$ cat src/rtl/i2s_port_pkg.sv
package i2s_port_pkg;

    localparam int FIELD_W = 5;
    localparam int WORD_W  = 32;
    localparam int IDX_W   = $clog2(2 * WORD_W);

    typedef logic [FIELD_W-1:0] field_t;
    typedef logic [IDX_W-1:0]   idx_t;
    typedef logic [WORD_W-1:0]  word_t;

    // Control word: width code in the upper field, delay in the lower field.
    typedef struct packed {
        field_t width_code;
        field_t delay;
    } cfg_t;

    localparam cfg_t CFG_RESET = '{width_code: field_t'(0), delay: field_t'(1)};

    // Position of a slot bit relative to the sample window.
    typedef struct packed {
        logic hit;
        idx_t off;
        idx_t last;
    } win_t;

    // Decode of the width code: zero selects a full word, large codes clamp to 16.
    function automatic idx_t eff_width(field_t code);
        if (code == '0) begin
            return idx_t'(WORD_W);
        end else if (code >= field_t'(16)) begin
            return idx_t'(16);
        end else begin
            return idx_t'(code);
        end
    endfunction

    function automatic win_t locate(idx_t idx, field_t delay, field_t code);
        win_t w;
        idx_t we;
        we     = eff_width(code);
        w.off  = idx - idx_t'(delay);
        w.hit  = (idx >= idx_t'(delay)) && (w.off < we);
        w.last = we - idx_t'(1);
        return w;
    endfunction

endpackage

$ cat src/rtl/i2s_edge_sync.sv
module i2s_edge_sync #(
    parameter int STAGES = 2
) (
    input  logic clk,
    input  logic rst_n,
    input  logic sck_i,
    input  logic ws_i,
    input  logic sd_i,
    output logic sck_rise_o,
    output logic sck_fall_o,
    output logic ws_o,
    output logic sd_o
);
    localparam int LINES = 3;
    localparam int L_SCK = 0;
    localparam int L_WS  = 1;
    localparam int L_SD  = 2;

    typedef struct packed {
        logic [STAGES-1:0][LINES-1:0] chain;
        logic                         sck_prev;
    } sync_t;

    sync_t sync_d, sync_q;
    logic [LINES-1:0] raw;
    logic             sck_s;

    assign raw = {sd_i, ws_i, sck_i};

    always_comb begin
        sync_d          = sync_q;
        sync_d.chain[0] = raw;
        for (int i = 1; i < STAGES; i++) begin
            sync_d.chain[i] = sync_q.chain[i-1];
        end
        sync_d.sck_prev = sync_q.chain[STAGES-1][L_SCK];
    end

    always_ff @(posedge clk or negedge rst_n) begin
        if (!rst_n) begin
            sync_q <= '0;
        end else begin
            sync_q <= sync_d;
        end
    end

    assign sck_s      = sync_q.chain[STAGES-1][L_SCK];
    assign sck_rise_o = sck_s & ~sync_q.sck_prev;
    assign sck_fall_o = ~sck_s & sync_q.sck_prev;
    assign ws_o       = sync_q.chain[STAGES-1][L_WS];
    assign sd_o       = sync_q.chain[STAGES-1][L_SD];

    // a detected falling edge cannot repeat on the next cycle
    a_r1_fall_single: assert property (@(posedge clk) disable iff (!rst_n)
        sck_fall_o |=> !sck_fall_o);

endmodule

$ cat src/rtl/i2s_slot_timer.sv
module i2s_slot_timer
    import i2s_port_pkg::*;
(
    input  logic clk,
    input  logic rst_n,
    input  logic sck_rise_i,
    input  logic sck_fall_i,
    input  logic ws_i,
    input  logic sd_i,
    output logic fall_o,
    output logic rise_o,
    output logic start_o,
    output logic right_o,
    output idx_t idx_o,
    output logic sd_o
);
    typedef struct packed {
        logic primed;
        logic ws_prev;
        logic right;
        idx_t idx;
        logic fall;
        logic rise;
        logic start;
        logic sd;
    } tmr_t;

    localparam tmr_t TMR_RESET = '{primed: 1'b0, ws_prev: 1'b0, right: 1'b0,
                                   idx: '1, fall: 1'b0, rise: 1'b0,
                                   start: 1'b0, sd: 1'b0};

    tmr_t tmr_d, tmr_q;

    always_comb begin
        tmr_d       = tmr_q;
        tmr_d.fall  = sck_fall_i;
        tmr_d.rise  = sck_rise_i;
        tmr_d.start = 1'b0;
        if (sck_rise_i) begin
            tmr_d.sd = sd_i;
        end
        if (sck_fall_i) begin
            if (!tmr_q.primed) begin
                tmr_d.primed  = 1'b1;
                tmr_d.ws_prev = ws_i;
            end else if (ws_i != tmr_q.ws_prev) begin
                tmr_d.start   = 1'b1;
                tmr_d.idx     = '0;
                tmr_d.right   = ws_i;
                tmr_d.ws_prev = ws_i;
            end else if (tmr_q.idx != '1) begin
                tmr_d.idx = tmr_q.idx + idx_t'(1);
            end
        end
    end

    always_ff @(posedge clk or negedge rst_n) begin
        if (!rst_n) begin
            tmr_q <= TMR_RESET;
        end else begin
            tmr_q <= tmr_d;
        end
    end

    assign fall_o  = tmr_q.fall;
    assign rise_o  = tmr_q.rise;
    assign start_o = tmr_q.start;
    assign right_o = tmr_q.right;
    assign idx_o   = tmr_q.idx;
    assign sd_o    = tmr_q.sd;

    // a slot starts only on a bit-clock falling edge
    a_r7_start_on_fall: assert property (@(posedge clk) disable iff (!rst_n)
        start_o |-> fall_o);

    // rising and falling events never coincide
    a_r1_edges_apart: assert property (@(posedge clk) disable iff (!rst_n)
        fall_o |-> !rise_o);

    // the bit index only moves on a falling edge
    a_r2_idx_on_fall: assert property (@(posedge clk) disable iff (!rst_n)
        !sck_fall_i |=> $stable(idx_o));

endmodule

$ cat src/rtl/i2s_tx_lane.sv
module i2s_tx_lane
    import i2s_port_pkg::*;
(
    input  logic   clk,
    input  logic   rst_n,
    input  logic   fall_i,
    input  logic   start_i,
    input  idx_t   idx_i,
    input  field_t delay_i,
    input  field_t width_i,
    input  word_t  tx_data_i,
    input  logic   tx_valid_i,
    output logic   tx_ready_o,
    output logic   underrun_o,
    output logic   sd_o
);
    typedef struct packed {
        word_t word;
        logic  sd;
        logic  underrun;
    } txl_t;

    txl_t  txl_d, txl_q;
    word_t word_sel;
    win_t  win;
    idx_t  sel;

    assign tx_ready_o = start_i;

    always_comb begin
        txl_d          = txl_q;
        txl_d.underrun = 1'b0;
        word_sel       = txl_q.word;
        if (start_i) begin
            if (tx_valid_i) begin
                word_sel = tx_data_i;
            end else begin
                word_sel       = '0;
                txl_d.underrun = 1'b1;
            end
            txl_d.word = word_sel;
        end
        win = locate(idx_i, delay_i, width_i);
        sel = win.last - win.off;
        if (fall_i) begin
            txl_d.sd = win.hit && (|(word_sel & (word_t'(1) << sel)));
        end
    end

    always_ff @(posedge clk or negedge rst_n) begin
        if (!rst_n) begin
            txl_q <= '0;
        end else begin
            txl_q <= txl_d;
        end
    end

    assign sd_o       = txl_q.sd;
    assign underrun_o = txl_q.underrun;

    // the serial output moves only after a falling edge
    a_r1_sd_on_fall: assert property (@(posedge clk) disable iff (!rst_n)
        !fall_i |=> $stable(sd_o));

    // an underrun follows a slot start that found no word
    a_r8_underrun_cause: assert property (@(posedge clk) disable iff (!rst_n)
        underrun_o |-> $past(start_i && !tx_valid_i));

    // the underrun flag is a single-cycle pulse
    a_r8_underrun_pulse: assert property (@(posedge clk) disable iff (!rst_n)
        underrun_o |=> !underrun_o);

endmodule

$ cat src/rtl/i2s_rx_lane.sv
module i2s_rx_lane
    import i2s_port_pkg::*;
(
    input  logic   clk,
    input  logic   rst_n,
    input  logic   rise_i,
    input  logic   sd_i,
    input  idx_t   idx_i,
    input  logic   right_i,
    input  field_t delay_i,
    input  field_t width_i,
    input  logic   rx_ready_i,
    output logic   rx_valid_o,
    output word_t  rx_data_o,
    output logic   rx_right_o
);
    typedef struct packed {
        word_t shift;
        word_t data;
        logic  valid;
        logic  right;
    } rxl_t;

    rxl_t  rxl_d, rxl_q;
    win_t  win;
    word_t sh;

    always_comb begin
        rxl_d = rxl_q;
        win   = locate(idx_i, delay_i, width_i);
        sh    = (win.off == '0) ? word_t'(sd_i) : ((rxl_q.shift << 1) | word_t'(sd_i));
        if (rxl_q.valid && rx_ready_i) begin
            rxl_d.valid = 1'b0;
        end
        if (rise_i && win.hit) begin
            rxl_d.shift = sh;
            if (win.off == win.last) begin
                rxl_d.data  = sh;
                rxl_d.valid = 1'b1;
                rxl_d.right = right_i;
            end
        end
    end

    always_ff @(posedge clk or negedge rst_n) begin
        if (!rst_n) begin
            rxl_q <= '0;
        end else begin
            rxl_q <= rxl_d;
        end
    end

    assign rx_valid_o = rxl_q.valid;
    assign rx_data_o  = rxl_q.data;
    assign rx_right_o = rxl_q.right;

    // a pending word is held until accepted
    a_r10_hold_valid: assert property (@(posedge clk) disable iff (!rst_n)
        rx_valid_o && !rx_ready_i |=> rx_valid_o);

    // pending data does not move without a new capture
    a_r10_hold_data: assert property (@(posedge clk) disable iff (!rst_n)
        rx_valid_o && !rx_ready_i && !rise_i |=> $stable(rx_data_o));

    // a word appears only after a rising-edge sample
    a_r9_word_on_rise: assert property (@(posedge clk) disable iff (!rst_n)
        $rose(rx_valid_o) |-> $past(rise_i));

endmodule

$ cat src/rtl/i2s_slave_port.sv
module i2s_slave_port
    import i2s_port_pkg::*;
#(
    parameter int SYNC_STAGES = 2
) (
    input  logic        clk,
    input  logic        rst_n,
    input  logic        cfg_we,
    input  logic [9:0]  cfg_wdata,
    input  logic        sck_i,
    input  logic        ws_i,
    input  logic        sd_i,
    output logic        sd_o,
    input  logic [31:0] tx_data,
    input  logic        tx_valid,
    output logic        tx_ready,
    output logic        tx_underrun,
    output logic [31:0] rx_data,
    output logic        rx_right,
    output logic        rx_valid,
    input  logic        rx_ready
);
    cfg_t cfg_d, cfg_q;

    logic sck_rise, sck_fall, ws_s, sd_s;
    logic t_fall, t_rise, t_start, t_right, t_sd;
    idx_t t_idx;

    always_comb begin
        cfg_d = cfg_q;
        if (cfg_we) begin
            cfg_d = cfg_t'(cfg_wdata);
        end
    end

    always_ff @(posedge clk or negedge rst_n) begin
        if (!rst_n) begin
            cfg_q <= CFG_RESET;
        end else begin
            cfg_q <= cfg_d;
        end
    end

    i2s_edge_sync #(.STAGES(SYNC_STAGES)) u_sync (
        .clk        (clk),
        .rst_n      (rst_n),
        .sck_i      (sck_i),
        .ws_i       (ws_i),
        .sd_i       (sd_i),
        .sck_rise_o (sck_rise),
        .sck_fall_o (sck_fall),
        .ws_o       (ws_s),
        .sd_o       (sd_s)
    );

    i2s_slot_timer u_timer (
        .clk        (clk),
        .rst_n      (rst_n),
        .sck_rise_i (sck_rise),
        .sck_fall_i (sck_fall),
        .ws_i       (ws_s),
        .sd_i       (sd_s),
        .fall_o     (t_fall),
        .rise_o     (t_rise),
        .start_o    (t_start),
        .right_o    (t_right),
        .idx_o      (t_idx),
        .sd_o       (t_sd)
    );

    i2s_tx_lane u_tx (
        .clk        (clk),
        .rst_n      (rst_n),
        .fall_i     (t_fall),
        .start_i    (t_start),
        .idx_i      (t_idx),
        .delay_i    (cfg_q.delay),
        .width_i    (cfg_q.width_code),
        .tx_data_i  (tx_data),
        .tx_valid_i (tx_valid),
        .tx_ready_o (tx_ready),
        .underrun_o (tx_underrun),
        .sd_o       (sd_o)
    );

    i2s_rx_lane u_rx (
        .clk        (clk),
        .rst_n      (rst_n),
        .rise_i     (t_rise),
        .sd_i       (t_sd),
        .idx_i      (t_idx),
        .right_i    (t_right),
        .delay_i    (cfg_q.delay),
        .width_i    (cfg_q.width_code),
        .rx_ready_i (rx_ready),
        .rx_valid_o (rx_valid),
        .rx_data_o  (rx_data),
        .rx_right_o (rx_right)
    );

    // the control word changes only through a write
    a_r11_cfg_hold: assert property (@(posedge clk) disable iff (!rst_n)
        !cfg_we |=> $stable(cfg_q));

    // the handshake pulse lasts one cycle
    a_r7_ready_pulse: assert property (@(posedge clk) disable iff (!rst_n)
        tx_ready |=> !tx_ready);

endmodule

$ cat config.mk
export PLATFORM = sky130hd
export DESIGN_NAME = i2s_slave_port
export DESIGN_NICKNAME = d
export VERILOG_FILES = /design/src/rtl/i2s_port_pkg.sv /design/src/rtl/i2s_edge_sync.sv /design/src/rtl/i2s_slot_timer.sv /design/src/rtl/i2s_tx_lane.sv /design/src/rtl/i2s_rx_lane.sv /design/src/rtl/i2s_slave_port.sv
export SDC_FILE = /design/constraint.sdc
export NUM_CORES = 1
export LEC_CHECK = 0
export BUFFER_PORTS_ARGS = -buffer_cell sky130_fd_sc_hd__buf_2
export CAP_MARGIN = 30
export CORE_MARGIN = 4
export CORE_UTILIZATION = 55
export CTS_BUF_LIST = sky130_fd_sc_hd__clkbuf_4
export CTS_CLUSTER_DIAMETER = 100
export DETAILED_ROUTE_END_ITERATION = 8
export PLACE_DENSITY_LB_ADDON = 0.1
export SETUP_SLACK_MARGIN = 0.15
export SYNTH_ARGS = -nofsm -noshare
export SYNTH_HDL_FRONTEND = slang
export SYNTH_SLANG_ARGS = --single-unit
$ cat constraint.sdc
create_clock -name clk -period 7.01 [get_ports clk]
set_input_delay 1.0515 -clock clk [delete_from_list [all_inputs] [get_ports clk]]
set_output_delay 1.0515 -clock clk [all_outputs]
set_load 0.02 [all_outputs]
==> flow_summary.ini <==
[power]
ir_worst_vdd_uv = 214
powerDensity_nw_per_um2 = 355
leakage_nw = 3.54

[cells_and_area]
fin_area_sq_um = 6950
multiInputGateArea_sq_um = 2600
fin_nets = 664
register_area_sq_um = 3240
fillerInstances = 919
drive_gt1_frac = 0.293
final_cell_mix = dfrtp_1, buf_2, mux2_2
num_antenna_cells = 0
synthToLayoutAreaGrowth_pct = 10.3
final_common_cell = dfrtp_1

[clock_network]
numClockSinks = 129
cts_tree = yes
clk_latency_ns = 0.52
cts.path.max_buffers = 2
post_cts_buffers = 0
path_clk_slew_ns = 0.10
h-tree-depth = 4
numCtsBuffers = 17
cts_resized = 0
hold_buffers = 0
ctsRootBufferMaster = clkbuf_4

[die]
die_area_sq_um = 13200
chipHeight_um = 115
io_pins = 87
die_width_um = 115
core_area_sq_um = 11000
initial_core_util = 0.571
rows = 38

[timing]
timing.slew.headroom = 0.402
min_period_ns = 4.23
hold_viol = 0
tightest_slew_ns = 0.896
rsz0062_at_grt = false
tns_ns = 0
fin_worst_skew_ns = 0.0156
min_period_over_period = 0.604
fmax_ghz = 0.236
finalMaxSlewViolations = 0
final-setup-viol-count = 0
whs_ns = 0.357

[outcome]
status = finished clean

[synthesis]
ys_types = 57
yosys-top-cells-area = dfrtp_1, mux2_2, mux2_1, ha_1, buf_4
ys_warn_count = 0
async_flop_share = 1.00
synthFlopType = dfrtp_1
syn_inst = 536
synth_area_sq_um = 6300
ys_ff_latch = 129
synth_top_area_cell = dfrtp_1
ys_seq_area_frac = 0.514
syn_area_per_cell_sq_um = 11.8
synth_top_area_frac = 0.485
syn_nets = 608
synth_edf_count = 0

[placement]
gp_congestion = 0.790
dpl.hpwl_um = 8500
port-buffer-count = 86
place_area_sq_um = 6600

[routing]
vias = 4144
drt-initial-drc-count = 207
drt-total-wl_um = 12100
drc_errors = 0
first_pass_iters = 4
detail-route-antenna-nets = 0
viasPerCell = 5.57
wire_per_inst_um = 16.3

[setup_path]
crit_arrival_ns = 4.64
crit_buf_inv = 3
start_kind = flop
critPathTopFamily = adder cells
crit_chain = ha_1 > inv_1 > fa_1 > a21o_1 > a21oi_1 > xor2_1 > inv_1 > ha_1 > o21ai_0 > a21oi_1 > nor3b_4 > buf_4 > nand4_4 > mux2_1
crit_fanout = 34
crit_required_ns = 7.42
critPathMaxStageDelay_ns = 0.59
end_kind = flop
crit_type = flop to flop
crit_slowest_cell = nand4_4

[job]
maxCapViolations = 0

[grt]
grt_pass1_wl_um = 21100
overflow = 0
antenna_found_initial = 0
grt_max_degree = 69
grt_pass1_vias = 4389
track_usage = 0.203

[worst_hold_path]
hold_class = flop to flop
[where the power goes]
part	internal, mW	switching, mW	leakage, nW	total [mW]
sequential	0.860	0.0517	1.70	0.912
clock	0.291	0.261	0.170	0.552
combinational	0.403	0.600	1.67	1.00
total	1.55	0.913	3.54	2.47
[per-layer routing]
layer  track usage  vias up  share of wire
met5             0        -              0
met4        0.0728        0          0.016
met3        0.0574       18          0.059
met2         0.326       99           0.48
met1         0.265     2047           0.44
li1              -     1980              -
[final cells by class]
cell class | count | area share
clock buffers | 20 | 0.0216
repair buffers | 91 | 0.0740
multi-input cells | 324 | 0.374
flip-flops and latches | 129 | 0.466
clock inverters | 11 | 0.0236
well taps | 140 | 0.0252
inverters | 29 | 0.0157
[synth_stat cells (2+ instances only)]
| library cell | n |
|---|---|
| fa_1 | 2 |
| dfrtp_1 | 122 |
| buf_4 | 32 |
| dfstp_2 | 7 |
| a221oi_1 | 3 |
| o22ai_1 | 2 |
| buf_2 | 9 |
| nand2_1 | 29 |
| ha_1 | 20 |
| mux2_1 | 28 |
| a22oi_1 | 5 |
| a22o_1 | 24 |
| o211ai_1 | 4 |
| clkbuf_1 | 9 |
| nand2b_1 | 6 |
| or2_2 | 2 |
| buf_6 | 3 |
| and2_1 | 31 |
| xor2_1 | 5 |
| a32oi_1 | 2 |
| a41oi_1 | 2 |
| o2111ai_1 | 4 |
| clkinv_1 | 2 |
| o21ai_1 | 2 |
| nand3_1 | 20 |
| o21a_1 | 2 |
| a311oi_1 | 2 |
| nor3_1 | 6 |
| and3_1 | 2 |
| nor2_1 | 7 |
| o21ai_0 | 15 |
| inv_1 | 27 |
| mux2_2 | 43 |
| xnor2_1 | 6 |
| or3_1 | 5 |
| nand3b_1 | 2 |
| o31ai_1 | 2 |
| o2111a_1 | 2 |
| nor2b_1 | 6 |
| a21oi_1 | 14 |
| a21o_1 | 2 |
| a211o_1 | 3 |
[final timing paths]
kind	endpoint	slack, ns	cells after the start	startpoint
max	u_rx.rx_data_o[5]$_DFFE_PN0P_	2.78	14	cfg_q[0]$_DFFE_PN1P_
min	u_sync.sck_s$_DFF_PN0_	0.36	0	u_sync.sync_d[4]$_DFF_PN0_
max reg2reg	u_rx.rx_data_o[5]$_DFFE_PN0P_	2.78	14	cfg_q[0]$_DFFE_PN1P_
min reg2reg	u_sync.sck_s$_DFF_PN0_	0.36	0	u_sync.sync_d[4]$_DFF_PN0_
max in group asynchronous	u_timer.tmr_q[12]$_DFFE_PN0P_	5.42	3	rst_n
min in group asynchronous	u_tx.txl_q[11]$_DFF_PN0_	0.53	1	rst_n
[per-stage QoR]
step,setup slack (ns),std cells,utilization,power (mW)
finish,2.78,744,0.630,2.47
global route,2.41,744,0.630,2.66
CTS,2.72,743,0.627,2.48
detailed placement,2.73,712,0.599,1.92
global placement,2.82,710,0.595,1.88
floorplan,3.70,536,-,1.67
[state kept, by name (all words and copies together) (netlist names), 2 cells and up]
register	flops
u_rx.rxl_q	31
u_sync.sync_d	3
u_tx.txl_q	32
u_rx.rx_data_o	32
u_timer.tmr_q	2
u_timer.idx_o	6
cfg_q	10
[cell families (layout without fill, tap and decap cells)]
| family | after synthesis | after routing | share of synthesized area |
|---|---|---|---|
| buf+inv | 83 | 151 | 0.0739 |
| mux | 73 | 73 | 0.131 |
| fa+ha+maj | 22 | 22 | 0.0461 |
| simple gates | 121 | 121 | 0.106 |
| compound gates | 96 | 96 | 0.111 |
| xor+xnor | 12 | 12 | 0.0179 |
| flops | 129 | 129 | 0.514 |
[worst reg2reg max path: stages (launching register included)]
cell	delay, ns
dfstp_2	0.54
ha_1	0.16
inv_1	0.06
fa_1	0.42
a21o_1	0.18
a21oi_1	0.17
xor2_1	0.25
inv_1	0.07
ha_1	0.28
o21ai_0	0.15
a21oi_1	0.10
nor3b_4	0.20
buf_4	0.40
nand4_4	0.60
mux2_1	0.55
No activity file was read; power rests on OpenSTA's default activity.
